$ cat src/rtl/spm_ctl_pkg.sv
package spm_ctl_pkg;

   typedef enum logic [3:0] {
      ST_IDLE  = 4'd0,
      ST_FET1  = 4'd1,
      ST_FET2  = 4'd2,
      ST_DEC   = 4'd3,
      ST_EXE   = 4'd4,
      ST_RDA   = 4'd5,
      ST_RDD   = 4'd6,
      ST_WRA   = 4'd7,
      ST_WRD   = 4'd8,
      ST_BRA   = 4'd9,
      ST_BRT   = 4'd10,
      ST_HALT  = 4'd11
   } seq_state_t;

   typedef enum logic [1:0] {
      B2_ALU  = 2'd0,
      B2_BUS1 = 2'd1,
      B2_MEM  = 2'd2
   } bus2_src_t;

   typedef enum logic [2:0] {
      CL_NOP,
      CL_ALU,
      CL_RD,
      CL_WR,
      CL_BR,
      CL_SKIP,
      CL_BAD
   } op_class_t;

   localparam logic [3:0] OP_NOP = 4'd0;
   localparam logic [3:0] OP_ADD = 4'd1;
   localparam logic [3:0] OP_SUB = 4'd2;
   localparam logic [3:0] OP_AND = 4'd3;
   localparam logic [3:0] OP_NOT = 4'd4;
   localparam logic [3:0] OP_RD  = 4'd5;
   localparam logic [3:0] OP_WR  = 4'd6;
   localparam logic [3:0] OP_BR  = 4'd7;
   localparam logic [3:0] OP_BRZ = 4'd8;

endpackage

$ cat src/rtl/spm_opdecode.sv
module spm_opdecode
   import spm_ctl_pkg::*;
#(
   parameter int OPW        = 4,
   parameter bit BRZ_ON_SET = 1'b1
) (
   input  logic [OPW-1:0] opcode,
   input  logic           zero_flag,
   output op_class_t      op_class
);

   logic       hi_bits;
   logic [3:0] base_op;
   logic       cond_true;

   generate
      if (OPW < 4) begin : g_width_bad
         $error("spm_opdecode: OPW must be at least 4");
      end
      if (OPW > 4) begin : g_wide
         assign hi_bits = |opcode[OPW-1:4];
      end else begin : g_narrow
         assign hi_bits = 1'b0;
      end
      if (BRZ_ON_SET) begin : g_pol_set
         assign cond_true = zero_flag;
      end else begin : g_pol_clr
         assign cond_true = ~zero_flag;
      end
   endgenerate

   assign base_op = opcode[3:0];

   always_comb begin
      op_class = CL_BAD;
      if (!hi_bits) begin
         unique case (base_op)
            OP_NOP:                         op_class = CL_NOP;
            OP_ADD, OP_SUB, OP_AND, OP_NOT: op_class = CL_ALU;
            OP_RD:                          op_class = CL_RD;
            OP_WR:                          op_class = CL_WR;
            OP_BR:                          op_class = CL_BR;
            OP_BRZ:                         op_class = cond_true ? CL_BR : CL_SKIP;
            default:                        op_class = CL_BAD;
         endcase
      end
   end

endmodule

$ cat src/rtl/spm_nextstate.sv
module spm_nextstate
   import spm_ctl_pkg::*;
(
   input  logic       clk,
   input  logic       rst_n,
   input  op_class_t  op_class,
   output seq_state_t state
);

   seq_state_t nxt;

   always_comb begin
      nxt = ST_HALT;
      unique case (state)
         ST_IDLE: nxt = ST_FET1;
         ST_FET1: nxt = ST_FET2;
         ST_FET2: nxt = ST_DEC;
         ST_DEC: begin
            unique case (op_class)
               CL_NOP, CL_SKIP: nxt = ST_FET1;
               CL_ALU:          nxt = ST_EXE;
               CL_RD:           nxt = ST_RDA;
               CL_WR:           nxt = ST_WRA;
               CL_BR:           nxt = ST_BRA;
               default:         nxt = ST_HALT;
            endcase
         end
         ST_EXE:  nxt = ST_FET1;
         ST_RDA:  nxt = ST_RDD;
         ST_RDD:  nxt = ST_FET1;
         ST_WRA:  nxt = ST_WRD;
         ST_WRD:  nxt = ST_FET1;
         ST_BRA:  nxt = ST_BRT;
         ST_BRT:  nxt = ST_FET1;
         ST_HALT: nxt = ST_HALT;
         default: nxt = ST_HALT;
      endcase
   end

   always_ff @(posedge clk or negedge rst_n) begin
      if (!rst_n) state <= ST_IDLE;
      else        state <= nxt;
   end


   halt_sticky_chk: assert property (@(posedge clk) disable iff (!rst_n)
      (state == ST_HALT) |=> (state == ST_HALT));


   idle_leaves_chk: assert property (@(posedge clk) disable iff (!rst_n)
      (state == ST_IDLE) |=> (state == ST_FET1));

endmodule

$ cat src/rtl/spm_strobes.sv
module spm_strobes
   import spm_ctl_pkg::*;
#(
   parameter int REGW = 2,
   localparam int NREG = 1 << REGW,
   localparam int SELW = $clog2(NREG + 1)
) (
   input  seq_state_t      state,
   input  op_class_t       op_class,
   input  logic [REGW-1:0] src,
   input  logic [REGW-1:0] dst,
   output logic            pc_load,
   output logic            pc_inc,
   output logic            ir_load,
   output logic            ar_load,
   output logic [NREG-1:0] reg_load,
   output logic            zf_load,
   output logic [SELW-1:0] bus1_sel,
   output bus2_src_t       bus2_sel,
   output logic            mem_we,
   output logic            halted
);

   localparam logic [SELW-1:0] SEL_PC = SELW'(NREG);

   logic            dst_we;
   logic [SELW-1:0] src_sel;

   generate
      if (REGW < 1) begin : g_regw_bad
         $error("spm_strobes: REGW must be at least 1");
      end
      for (genvar g = 0; g < NREG; g++) begin : g_rld
         assign reg_load[g] = dst_we && (dst == REGW'(g));
      end
   endgenerate

   assign src_sel = SELW'(src);

   always_comb begin
      pc_load  = 1'b0;
      pc_inc   = 1'b0;
      ir_load  = 1'b0;
      ar_load  = 1'b0;
      dst_we   = 1'b0;
      zf_load  = 1'b0;
      bus1_sel = '0;
      bus2_sel = B2_ALU;
      mem_we   = 1'b0;
      halted   = 1'b0;
      unique case (state)
         ST_FET1: begin
            bus1_sel = SEL_PC;
            ar_load  = 1'b1;
         end
         ST_FET2: begin
            bus2_sel = B2_MEM;
            ir_load  = 1'b1;
            pc_inc   = 1'b1;
         end
         ST_DEC: begin
            unique case (op_class)
               CL_ALU: bus1_sel = src_sel;
               CL_RD, CL_WR, CL_BR: begin
                  bus1_sel = SEL_PC;
                  ar_load  = 1'b1;
               end
               CL_SKIP: pc_inc = 1'b1;
               default: ;
            endcase
         end
         ST_EXE: begin
            bus1_sel = src_sel;
            bus2_sel = B2_ALU;
            dst_we   = 1'b1;
            zf_load  = 1'b1;
         end
         ST_RDA, ST_WRA, ST_BRA: begin
            bus2_sel = B2_MEM;
            ar_load  = 1'b1;
            pc_inc   = 1'b1;
         end
         ST_RDD: begin
            bus2_sel = B2_MEM;
            dst_we   = 1'b1;
         end
         ST_WRD: begin
            bus1_sel = src_sel;
            mem_we   = 1'b1;
         end
         ST_BRT: begin
            bus2_sel = B2_MEM;
            pc_load  = 1'b1;
         end
         ST_HALT: halted = 1'b1;
         default: ;
      endcase
   end

endmodule

$ cat src/rtl/spm_sequencer.sv
module spm_sequencer
   import spm_ctl_pkg::*;
#(
   parameter int OPW        = 4,
   parameter int REGW       = 2,
   parameter bit BRZ_ON_SET = 1'b1,
   localparam int NREG = 1 << REGW,
   localparam int SELW = $clog2(NREG + 1)
) (
   input  logic            clk,
   input  logic            rst_n,
   input  logic [OPW-1:0]  ir_opcode,
   input  logic [REGW-1:0] ir_src,
   input  logic [REGW-1:0] ir_dst,
   input  logic            zero_flag,
   output logic            pc_load,
   output logic            pc_inc,
   output logic            ir_load,
   output logic            ar_load,
   output logic [NREG-1:0] reg_load,
   output logic            zf_load,
   output logic [SELW-1:0] bus1_sel,
   output logic [1:0]      bus2_sel,
   output logic            mem_we,
   output logic            halted,
   output logic [3:0]      state_code
);

   op_class_t  cls;
   seq_state_t state;
   bus2_src_t  b2;

   spm_opdecode #(.OPW(OPW), .BRZ_ON_SET(BRZ_ON_SET)) u_dec (
      .opcode    (ir_opcode),
      .zero_flag (zero_flag),
      .op_class  (cls)
   );

   spm_nextstate u_fsm (
      .clk      (clk),
      .rst_n    (rst_n),
      .op_class (cls),
      .state    (state)
   );

   spm_strobes #(.REGW(REGW)) u_out (
      .state    (state),
      .op_class (cls),
      .src      (ir_src),
      .dst      (ir_dst),
      .pc_load  (pc_load),
      .pc_inc   (pc_inc),
      .ir_load  (ir_load),
      .ar_load  (ar_load),
      .reg_load (reg_load),
      .zf_load  (zf_load),
      .bus1_sel (bus1_sel),
      .bus2_sel (b2),
      .mem_we   (mem_we),
      .halted   (halted)
   );

   assign bus2_sel   = b2;
   assign state_code = state;


   ir_then_decode_chk: assert property (@(posedge clk) disable iff (!rst_n)
      ir_load |=> (state_code == 4'd3));


   we_after_addr_chk: assert property (@(posedge clk) disable iff (!rst_n)
      mem_we |-> ($past(state_code) == 4'd7));


   pc_load_return_chk: assert property (@(posedge clk) disable iff (!rst_n)
      pc_load |=> (state_code == 4'd1));


   zf_only_alu_chk: assert property (@(posedge clk) disable iff (!rst_n)
      zf_load |-> (bus2_sel == 2'd0 && $countones(reg_load) == 1));


   regload_onehot_chk: assert property (@(posedge clk) disable iff (!rst_n)
      $onehot0(reg_load));

endmodule

$ cat config.mk
export PLATFORM = sky130hd
export DESIGN_NAME = spm_sequencer
export DESIGN_NICKNAME = d
export VERILOG_FILES = /design/src/rtl/spm_ctl_pkg.sv /design/src/rtl/spm_opdecode.sv /design/src/rtl/spm_nextstate.sv /design/src/rtl/spm_strobes.sv /design/src/rtl/spm_sequencer.sv
export SDC_FILE = /design/constraint.sdc
export NUM_CORES = 1
export LEC_CHECK = 0
export BUFFER_PORTS_ARGS = -buffer_cell sky130_fd_sc_hd__buf_2
export CORE_MARGIN = 2
export CORE_UTILIZATION = 39
export CTS_CLUSTER_SIZE = 10
export DETAILED_ROUTE_END_ITERATION = 8
export HOLD_SLACK_MARGIN = 0.1
export PLACE_DENSITY_LB_ADDON = 0.15
export SKIP_CTS_REPAIR_TIMING = 1
export SLEW_MARGIN = 20
export SYNTH_ARGS = -nofsm -noshare
export SYNTH_HDL_FRONTEND = slang
export SYNTH_HIERARCHICAL = 1
export SYNTH_SLANG_ARGS = --single-unit
$ cat constraint.sdc
create_clock -name clk -period 3.5 [get_ports clk]
set_clock_uncertainty 0.1 [all_clocks]
set_input_delay 0.175 -clock clk [delete_from_list [all_inputs] [get_ports clk]]
set_output_delay 0.175 -clock clk [all_outputs]
set_load 0.02 [all_outputs]
==> After elaboration in Yosys (flattened, before gate mapping) <==
Index checks and enable logic that the tools add are counted.
{ "word_totals": {"register_bits": 4, "input_bits": 11, "output_inout_bits": 20, "wordCells": 62} }
{ "op_classes": {"eq_ne": 27, "muxes": 17, "reduce_logical": 17} }
{ "ops": {"columns": ["op", "n"], "rows": [
  ["== test 4 x 3 -> 1 bit (second input constant)", 8],
  ["case mux 4 bit (7 select lines)", 1],
  ["== test 4 bit (second input constant)", 5],
  ["case mux 4 bit (5 select lines)", 1],
  ["case mux 3 bit (6 select lines)", 1],
  ["== test 4 x 2 -> 1 bit (second input constant)", 4],
  ["OR reduction 4 bit", 3],
  ["2-to-1 mux 1 bit", 9],
  ["case mux 3 bit (3 select lines)", 1],
  ["== test 4 x 1 -> 1 bit (second input constant)", 2],
  ["zero test 4 bit", 2],
  ["== test 3 x 2 -> 1 bit (second input constant)", 2],
  ["== test 3 bit (second input constant)", 2],
  ["case mux 3 bit (2 select lines)", 1],
  ["OR reduction 2 bit", 3],
  ["OR reduction 6 bit", 1],
  ["OR reduction 5 bit", 1],
  ["== test 2 bit (second input constant)", 2],
  ["logical AND 1 bit", 4],
  ["case mux 1 bit (2 select lines)", 2],
  ["== test 3 x 1 -> 1 bit (second input constant)", 1],
  ["zero test 3 bit", 1],
  ["OR reduction 3 bit", 1],
  ["== test 2 x 1 -> 1 bit (second input constant)", 1],
  ["2 further kinds", 2]
]} }

==> Longest topological paths before layout <==
Gate-level depths: netlist of the first run.
{ "logic_depth": {"depth_word": 7, "depth_mapped": 6, "depth_no_buf": 6} }

==> By module <==
The synthesis of the first run kept the hierarchy.
{ "by_module_without_submodules": {"columns": ["mod", "instances", "cells_per_inst", "area_each_um2", "seq_area_each_um2"], "rows": [
  ["spm_strobes", 1, 43, 271.5, 0.0],
  ["spm_nextstate", 1, 23, 215.2, 100.1],
  ["spm_opdecode", 1, 12, 60.1, 0.0]
]} }

==> Worst setup path after synthesis of the first run <==
OpenSTA, ideal clock, no wires.
{ "synth_path": {"path_type": "register to output", "startpoint": "register u_fsm.state[2]", "endpoint": "output port pc_inc", "t_arrival_ns": 1.538, "required_ns": 3.225, "path_slack_ns": 1.687, "path_stages_with_launch": 5, "n_path_buf": 1, "path_cell_list": "dfrtp_1 buf_2 or2_1 nor2_1 a211o_1"} }
{ "synth_via": {"elab_chain_len": 3, "word_cells_on_any_way": 7, "cone_classes": "5 x eq/ne; 1 x mux; 1 x reduce/logical"} }
{ "synth_lines": {"columns": ["element", "line", "source"], "rows": [
  ["start, declared", "spm_nextstate.sv:7", "output seq_state_t state"],
  ["start signal, assigned", "spm_nextstate.sv:42", "else state <= nxt;"],
  ["== test 4 x 2 -> 1 bit, or another cell as far along", "spm_strobes.sv:51", "unique case (state)"],
  ["OR reduction 4 bit (no source line)", null, null],
  ["case mux 1 bit (2 select lines) *", "spm_strobes.sv:51", null],
  ["end, declared", "spm_sequencer.sv:17", "output logic pc_inc,"]
]} }
Mark *: on every way between the ends. The rest lies on a longest branch, timed or not.

==> Worst setup path after layout of the first run <==
{ "layout_path": {"startpoint": "register u_fsm.state[1]", "endpoint": "output port pc_inc"} }
Same word-level chain as after synthesis.

==> flow_summary.ini, run 1 <==
[drt]
viasPerCell = 5.303
drt-total-wl_um = 1425
drc_errors = 0
wl_per_cell_um = 11.68
drtPass1Iterations = 4
drtAntennaViolNets = 0
vias = 647
first_iter_violations = 23

[clock_tree]
cts-root-buf = clkbuf_4
clock_path_buffers = 2
clk_latency_ps = 240
cts_max_level = 1
numCtsBuffers = 3
numClockSinks = 4
path_clk_slew_ps = 40
cts_tree = done

[timing]
tightest_slew_ps = 543.6
max_slew_margin_pct = 63.76
finalCritPeriodShare_pct = 57.93
layout_min_cycle_time_ps = 2028
rsz0062_at_grt = false
tns_ps = 0
fmax_ghz = 0.4932
slew_viol_final = 0
hold_viol = 0
setup_viol = 0

[worst_setup_path]
path_cells = nor4bb_4 > and4b_1 > a211o_1 > buf_2
path_max_fanout = 17
cp.buffers_inverters = 1
worstPathArrival_ps = 1750
critical_path_class = reg2out
end_kind = output port
required_ps = 3220
start_kind = flip-flop
cp_top_family = flip-flops
cpMaxStageDelayCell = dfrtp_1
cp_slowest_stage_delay_ps = 630

[synth]
synth_ff_type = dfrtp_1
netlist.top_cell.by_area = dfrtp_1
syn-num-nets = 89
synth-seq-area-share_pct = 18.31
synth_seq_cells = 4
synthDistinctLibCells = 32
syn_avg_cell_area_sq_um = 7.010
syn_area_sq_um = 546.8
yosys-top-cells-count = 13 x nor2_1, 6 x nand2_1, 6 x o21ai_0
synthArstFlopShare_pct = 100.0
synth.top_cells.by_area = dfrtp_1 18%, nor2_1 8.9%, o21ai_0 5.5%
syn_inst = 78
yosys.area.top_type_share_pct = 18.31
synth-warning-count = 6
post-synth-top-count-cell = nor2_1
synth_edf_count = 0

[global_route]
grt_usage_pct = 15.27
grt_start_max_net_pins = 20
antenna_found_initial = 0
grt_pass1_vias = 490
grt_overflow = 0
grt_pass1_wl_um = 2139

[layout]
stdcell_area_sq_um = 714.4
n_fill_cell = 138
largest_register_ffs = 4
antenna_cells = 0
post-route-util_pct = 54.90
area_growth_pct = 30.66
fin_cells = 122
largestRegisters = u_fsm/state: 4 flops
largest_register = u_fsm/state
drive_gt1_share_pct = 33.64
nets = 120

[pwr]
total_power_w = 0.0001321
ir_worst_vdd_mv = 0.1681
powerDensity_mw_per_mm2 = 184.9
p_leak_nw = 0.3686

[placed_design]
dpl.hpwl_um = 999.1
gp_congestion = 0.7539
placed_cell_area_sq_um = 681.9
place_inst = 118
port_buffers = 29

[floorplan]
coreArea_sq_mm = 0.001301
core.rowCount = 13
die_w_um = 41.45
pin_count = 31
fp.dieH_um = 41.45
dieArea_sq_mm = 0.001718
initial_core_util_pct = 42.02

[run]
maxCapViolCount = 0

[status]
outcome = completed

[hold_path]
hold_class = in2async
kinds of logic after synthesis:
family          Yosys count  synth area share (%)
simple gates             39                 41.19
compound gates           23                 27.69
buf+inv                   9                 8.696
flops                     4                 18.31
xor+xnor                  1                 1.602
mux                       1                 1.831
other cells               1                0.6858
report_power, final:
part	internal (W)	total [W]	switching, W
clock network	0.0000384	0.0000582	0.0000198
logic	0.0000113	0.0000273	0.0000161
registers	0.0000465	0.0000465	0
total	0.0000962	0.000132	0.0000359
metal layers:
metal / up-vias / GRT usage [%] / share of wire, %
met5: - / 0 / 0
met1: 282 / 21.96 / 46
li1: 339 / - / -
met3: 2 / 5.217 / 7.2
met4: 0 / 1.935 / 0.42
met2: 24 / 22.50 / 46
layout make-up:
class | count | area (sq um) | share of cell area, %
repair buffers | 30 | 155.1 | 21.72
multi-input cells | 65 | 399.1 | 55.87
inverters | 5 | 18.77 | 2.627
well taps | 15 | 18.77 | 2.627
flip-flops and latches | 4 | 100.1 | 14.01
clock buffers | 3 | 22.52 | 3.152
layout by cell type, fill, tap and decap left out, drive strengths merged:
cell / n
nor3: 2
or2: 1
a22oi: 1
and3: 1
or2b: 1
o21ai: 8
nor4bb: 1
o311ai: 1
nand2: 6
conb: 1
mux2i: 1
dfrtp: 4
inv: 5
a31o: 2
dlygate4sd3: 1
a31oi: 1
a211o: 1
buf: 29
or4b: 1
and4b: 1
a211oi: 4
a21oi: 4
clkbuf: 3
nor2: 13
xor2: 1
nand2b: 3
nor3b: 3
o31ai: 1
nor2b: 4
nor4: 2
per-stage QoR:
step | hold slack (ps) | setup slack, ps
after floorplan | -220.6 | 1687
final | 166.7 | 1472
after CTS | -373.6 | 1484
after global placement | -116.5 | 1668
after detailed placement | -114.6 | 1602
after global routing | 165.7 | 1394
worst paths after layout:
path                                 from        endpoint  slack, ps  cells past startpoint
setup / recovery           u_fsm/state[1]          pc_inc       1470                      4
hold / removal                      rst_n  u_fsm/state[2]        170                      2
setup reg to reg           u_fsm/state[2]  u_fsm/state[2]       1930                      2
hold reg to reg            u_fsm/state[0]  u_fsm/state[0]        670                      1
max in group asynchronous           rst_n  u_fsm/state[1]       3010                      2
min in group clk             ir_opcode[3]  u_fsm/state[2]        400                      4
Power figures use the tool's default switching activity.
==> run 2: changes to the inputs <==
==> constraint.sdc (replaced) <==
create_clock -name clk -period 1.95 [get_ports clk]
set_clock_uncertainty 0.1 [all_clocks]
set_input_delay 0.0975 -clock clk [delete_from_list [all_inputs] [get_ports clk]]
set_output_delay 0.0975 -clock clk [all_outputs]
set_load 0.02 [all_outputs]
==> flow_summary.ini, run 2 (synthesized netlist as in run 1, its figures left out) <==
[worst_setup_path]
r2r-start = u_fsm/state[2]
cp.buffers_inverters = 2
path_cells = buf_4 > nor3b_1 > and3_1 > buf_2
cp_top_family = simple AND/OR/NAND/NOR gates
path_max_fanout = 11
worstPathArrival_ps = 1560
rrSetupSlack_ps = 500
critical_path_class = reg2out
end_kind = output port
cpMaxStageDelayCell = dfrtp_1
r2r_end = u_fsm/state[2]
cp_slowest_stage_delay_ps = 450
required_ps = 1750
start_kind = flip-flop
worst-r2r-cell-count = 2

[timing]
layout_min_cycle_time_ps = 1757
slew_viol_final = 0
fmax_ghz = 0.5690
setup_viol = 0
tns_ps = 0
finalCritPeriodShare_pct = 90.12
hold_viol = 0
fin_hold_ws_ps = 100.3
rsz0062_at_grt = false

[clock_tree]
numCtsBuffers = 3
path_clk_slew_ps = 40
cts_tree = done
cts_max_level = 1
numClockSinks = 4
clk_latency_ps = 230
cts-root-buf = clkbuf_4
clock_path_buffers = 2

[drt]
drt-total-wl_um = 1345
wl_per_cell_um = 10.85
drc_errors = 0
vias = 650
first_iter_violations = 3
drtAntennaViolNets = 0
viasPerCell = 5.242
drtPass1Iterations = 3

[layout]
layout.cells.most_common = buf_2
area_growth_pct = 33.87
most-common-layout-cells = 29 x buf_2, 13 x nor2_1, 6 x nand2_1, 6 x o21ai_0, 5 x inv_1
largest_register = u_fsm/state
largest_register_ffs = 4
nets = 122
antenna_cells = 0
drive_gt1_share_pct = 36.70
largestRegisters = u_fsm/state: 4 flops

[floorplan]
core.rowCount = 13
fp.dieH_um = 41.45
initial_core_util_pct = 42.02
dieArea_sq_mm = 0.001718
coreArea_sq_mm = 0.001301
die_w_um = 41.45
pin_count = 31

[hold_path]
hold_class = in2async

[global_route]
grt_usage_pct = 16.82
grt_start_max_net_pins = 18
grt_overflow = 0
grt_pass1_vias = 566
grt_pass1_wl_um = 2380
antenna_found_initial = 0

[placed_design]
gp_congestion = 0.7873
dpl.hpwl_um = 995.4
port_buffers = 29

[pwr]
powerDensity_mw_per_mm2 = 317.0
ir_worst_vdd_mv = 0.2844
p_leak_nw = 0.3749

[status]
outcome = completed

[run]
maxCapViolCount = 0
-- run 2: changes by cell type in the layout (fill, tap and decap cells not counted), sizes merged --
cell	delta
buf	+2
-- run 2: power breakdown --
part	internal, W	total [W]	switching (W)	leakage, nW
Sequential	0.0000835	0.0000835	0	0.0382
Combinational	0.0000202	0.0000482	0.0000279	0.323
Clock	0.0000687	0.000100	0.0000317	0.0138
Total	0.000172	0.000232	0.0000596	0.375
-- run 2: metal layers --
metal,vias to the layer above,wire [um],global-route usage [%]
met5,-,0,0
met4,0,0,5.806
met3,0,77,4.348
met2,17,606,24.06
met1,285,661,24.14
li1,348,-,-
-- run 2: per-stage QoR --
step	setup slack, ps	power [W]	instances	util (%)	instance area, sq um
global placement	258.8	0.0001292	120	53.56	696.9
floorplan	214.1	0.0001119	78	-	546.8
finish	192.7	0.0002320	124	56.25	732.0
detailed placement	231.3	0.0001303	120	53.56	696.9
CTS	50.56	0.0002383	123	55.29	719.4
global route	35.78	0.0002511	124	56.25	732.0
-- run 2: final cells by class --
| type | instances | area, sq um |
|---|---|---|
| Fill cell | 136 | 569.3 |
| Timing Repair Buffer | 32 | 170.2 |
| Tap cell | 15 | 18.77 |
| Sequential cell | 4 | 102.6 |
| Inverter | 5 | 18.77 |
| Multi-Input combinational cell | 65 | 399.1 |
| Clock buffer | 3 | 22.52 |
-- run 2: worst register-to-register path, stage by stage, from the launching register on --
cell      delay, ps
dfrtp_2         510
or4b_1          570
a211oi_2        180
-- run 2: worst max path at each step --
stage | start | to | depth (start not counted)
finish | u_fsm/state[0] | reg_load[3] | 4
global route | u_fsm/state[0] | reg_load[2] | 5
CTS | u_fsm/state[2] | pc_inc | 4
detailed placement | ir_opcode[1] | ar_load | 8
global placement | ir_opcode[0] | ar_load | 8
floorplan | u_fsm/state[2] | pc_inc | 4
==> run 3: changes to the inputs <==
--- a/config.mk
+++ b/config.mk
@@ -7,7 +7,7 @@
 export LEC_CHECK = 0
 export BUFFER_PORTS_ARGS = -buffer_cell sky130_fd_sc_hd__buf_2
 export CORE_MARGIN = 2
-export CORE_UTILIZATION = 39
+export CORE_UTILIZATION = 42
 export CTS_CLUSTER_SIZE = 10
 export DETAILED_ROUTE_END_ITERATION = 8
 export HOLD_SLACK_MARGIN = 0.1
==> flow_summary.ini, run 3 (synthesized netlist as in run 1, its figures left out) <==
[layout]
n_fill_cell = 129
most-common-layout-cells = 29 x buf_2, 13 x nor2_1, 6 x nand2_1, 6 x o21ai_0, 5 x inv_1
drive_gt1_share_pct = 36.94
antenna_cells = 0
area_growth_pct = 36.38
regArea_sq_um = 101.3
largest_register = u_fsm/state
fin_cells = 126
layout.cells.most_common = buf_2
nets = 124
largest_register_ffs = 4
multi_input_area_sq_um = 399.1
largestRegisters = u_fsm/state: 4 flops

[drt]
drtPass1Iterations = 4
drtAntennaViolNets = 0
vias = 677
drt-total-wl_um = 1422
drc_errors = 0
wl_per_cell_um = 11.29
viasPerCell = 5.373
first_iter_violations = 4

[worst_setup_path]
path_max_fanout = 9
worst-r2r-cell-count = 2
critical_path_class = reg2out
required_ps = 1750
cp_top_family = flip-flops
path_cells = buf_4 > nor3b_1 > and3_1 > buf_2
start_kind = flip-flop
worstPathArrival_ps = 1570
cp_slowest_stage_delay_ps = 490
end_kind = output port
crit_cells = 4
cpMaxStageDelayCell = dfrtp_1
cp.buffers_inverters = 2

[floorplan]
dieArea_sq_mm = 0.001606
coreArea_sq_mm = 0.001252
die_w_um = 40.08
fp.dieH_um = 40.08
pin_count = 31
core.rowCount = 13
initial_core_util_pct = 43.66

[global_route]
grt_pass1_wl_um = 2104
grt_start_max_net_pins = 19
antenna_found_initial = 0
grt_overflow = 0
grt_usage_pct = 18.69
grt_pass1_vias = 521

[placed_design]
port_buffers = 29
place_inst = 122
dpl.hpwl_um = 1058
gp_congestion = 0.7981

[clock_tree]
path_clk_slew_ps = 40
numClockSinks = 4
cts-root-buf = clkbuf_4
cts_tree = done
cts_max_level = 1
numCtsBuffers = 3
clk_latency_ps = 230
clock_path_buffers = 2

[pwr]
powerDensity_mw_per_mm2 = 310.0
ir_worst_vdd_mv = 0.2208
p_leak_nw = 0.3841

[timing]
setup_viol = 0
slew_viol_final = 0
rsz0062_at_grt = false
fin_hold_ws_ps = 129.4
tns_ps = 0
fmax_ghz = 0.5671
finalCritPeriodShare_pct = 90.43
layout_min_cycle_time_ps = 1763
hold_viol = 0

[status]
outcome = completed

[run]
maxCapViolCount = 0

[hold_path]
hold_class = in2async
[run 3: cell count changes in the layout (fill, tap and decap cells not counted), sizes merged]
cell,previous run,this run
buf,31,33
[run 3: worst reg2reg max path, delay by kind of cell, from the launching register on]
family / cells / cell delay (ps)
DFF: 1 / 520
and+or+nand+nor: 1 / 570
AOI/OAI and AO/OA: 1 / 200
[run 3: worst paths after layout]
check	from	endpoint	slack, ps
max reg2reg	u_fsm/state[2]	u_fsm/state[2]	470
min reg2reg	u_fsm/state[0]	u_fsm/state[0]	590
min	rst_n	u_fsm/state[0]	130
min in group clk	ir_opcode[3]	u_fsm/state[2]	340
max	u_fsm/state[3]	reg_load[3]	190
max in group asynchronous	rst_n	u_fsm/state[2]	1490
[run 3: metal layers]
metal  up-vias  wire length [um]  global-route usage, %
met2        19               724                  35.48
met5         -                 0                      0
li1        344                 -                      -
met3         0                62                  1.667
met1       314               635                  21.74
met4         0                 0                  5.172
[run 3: power breakdown]
group           total, W  internal [W]  switching [W]
combinational  0.0000516     0.0000224      0.0000291
clock          0.0000961     0.0000684      0.0000277
sequential     0.0000835     0.0000835              0
total           0.000231      0.000174      0.0000568
[run 3: layout make-up]
class | count | share of cell area (%)
multi-input combinational | 65 | 53.52
clock buffer | 3 | 3.020
timing repair buffer | 34 | 24.83
tap | 15 | 2.517
inverter | 5 | 2.517
sequential | 4 | 13.59
[run 3: metrics by stage]
| step | cell area [sq um] | total power [W] | worst slack [ps] | utilization (%) |
|---|---|---|---|---|
| after detailed placement | 711.9 | 0.0001340 | 219.6 | 56.84 |
| after global placement | 711.9 | 0.0001319 | 300.8 | 56.84 |
| final | 745.7 | 0.0002312 | 186.5 | 59.54 |
| after global routing | 745.7 | 0.0002507 | 58.14 | 59.54 |
| after floorplan | 546.8 | 0.0001119 | 214.1 | - |
| after CTS | 734.5 | 0.0002335 | 66.43 | 58.64 |
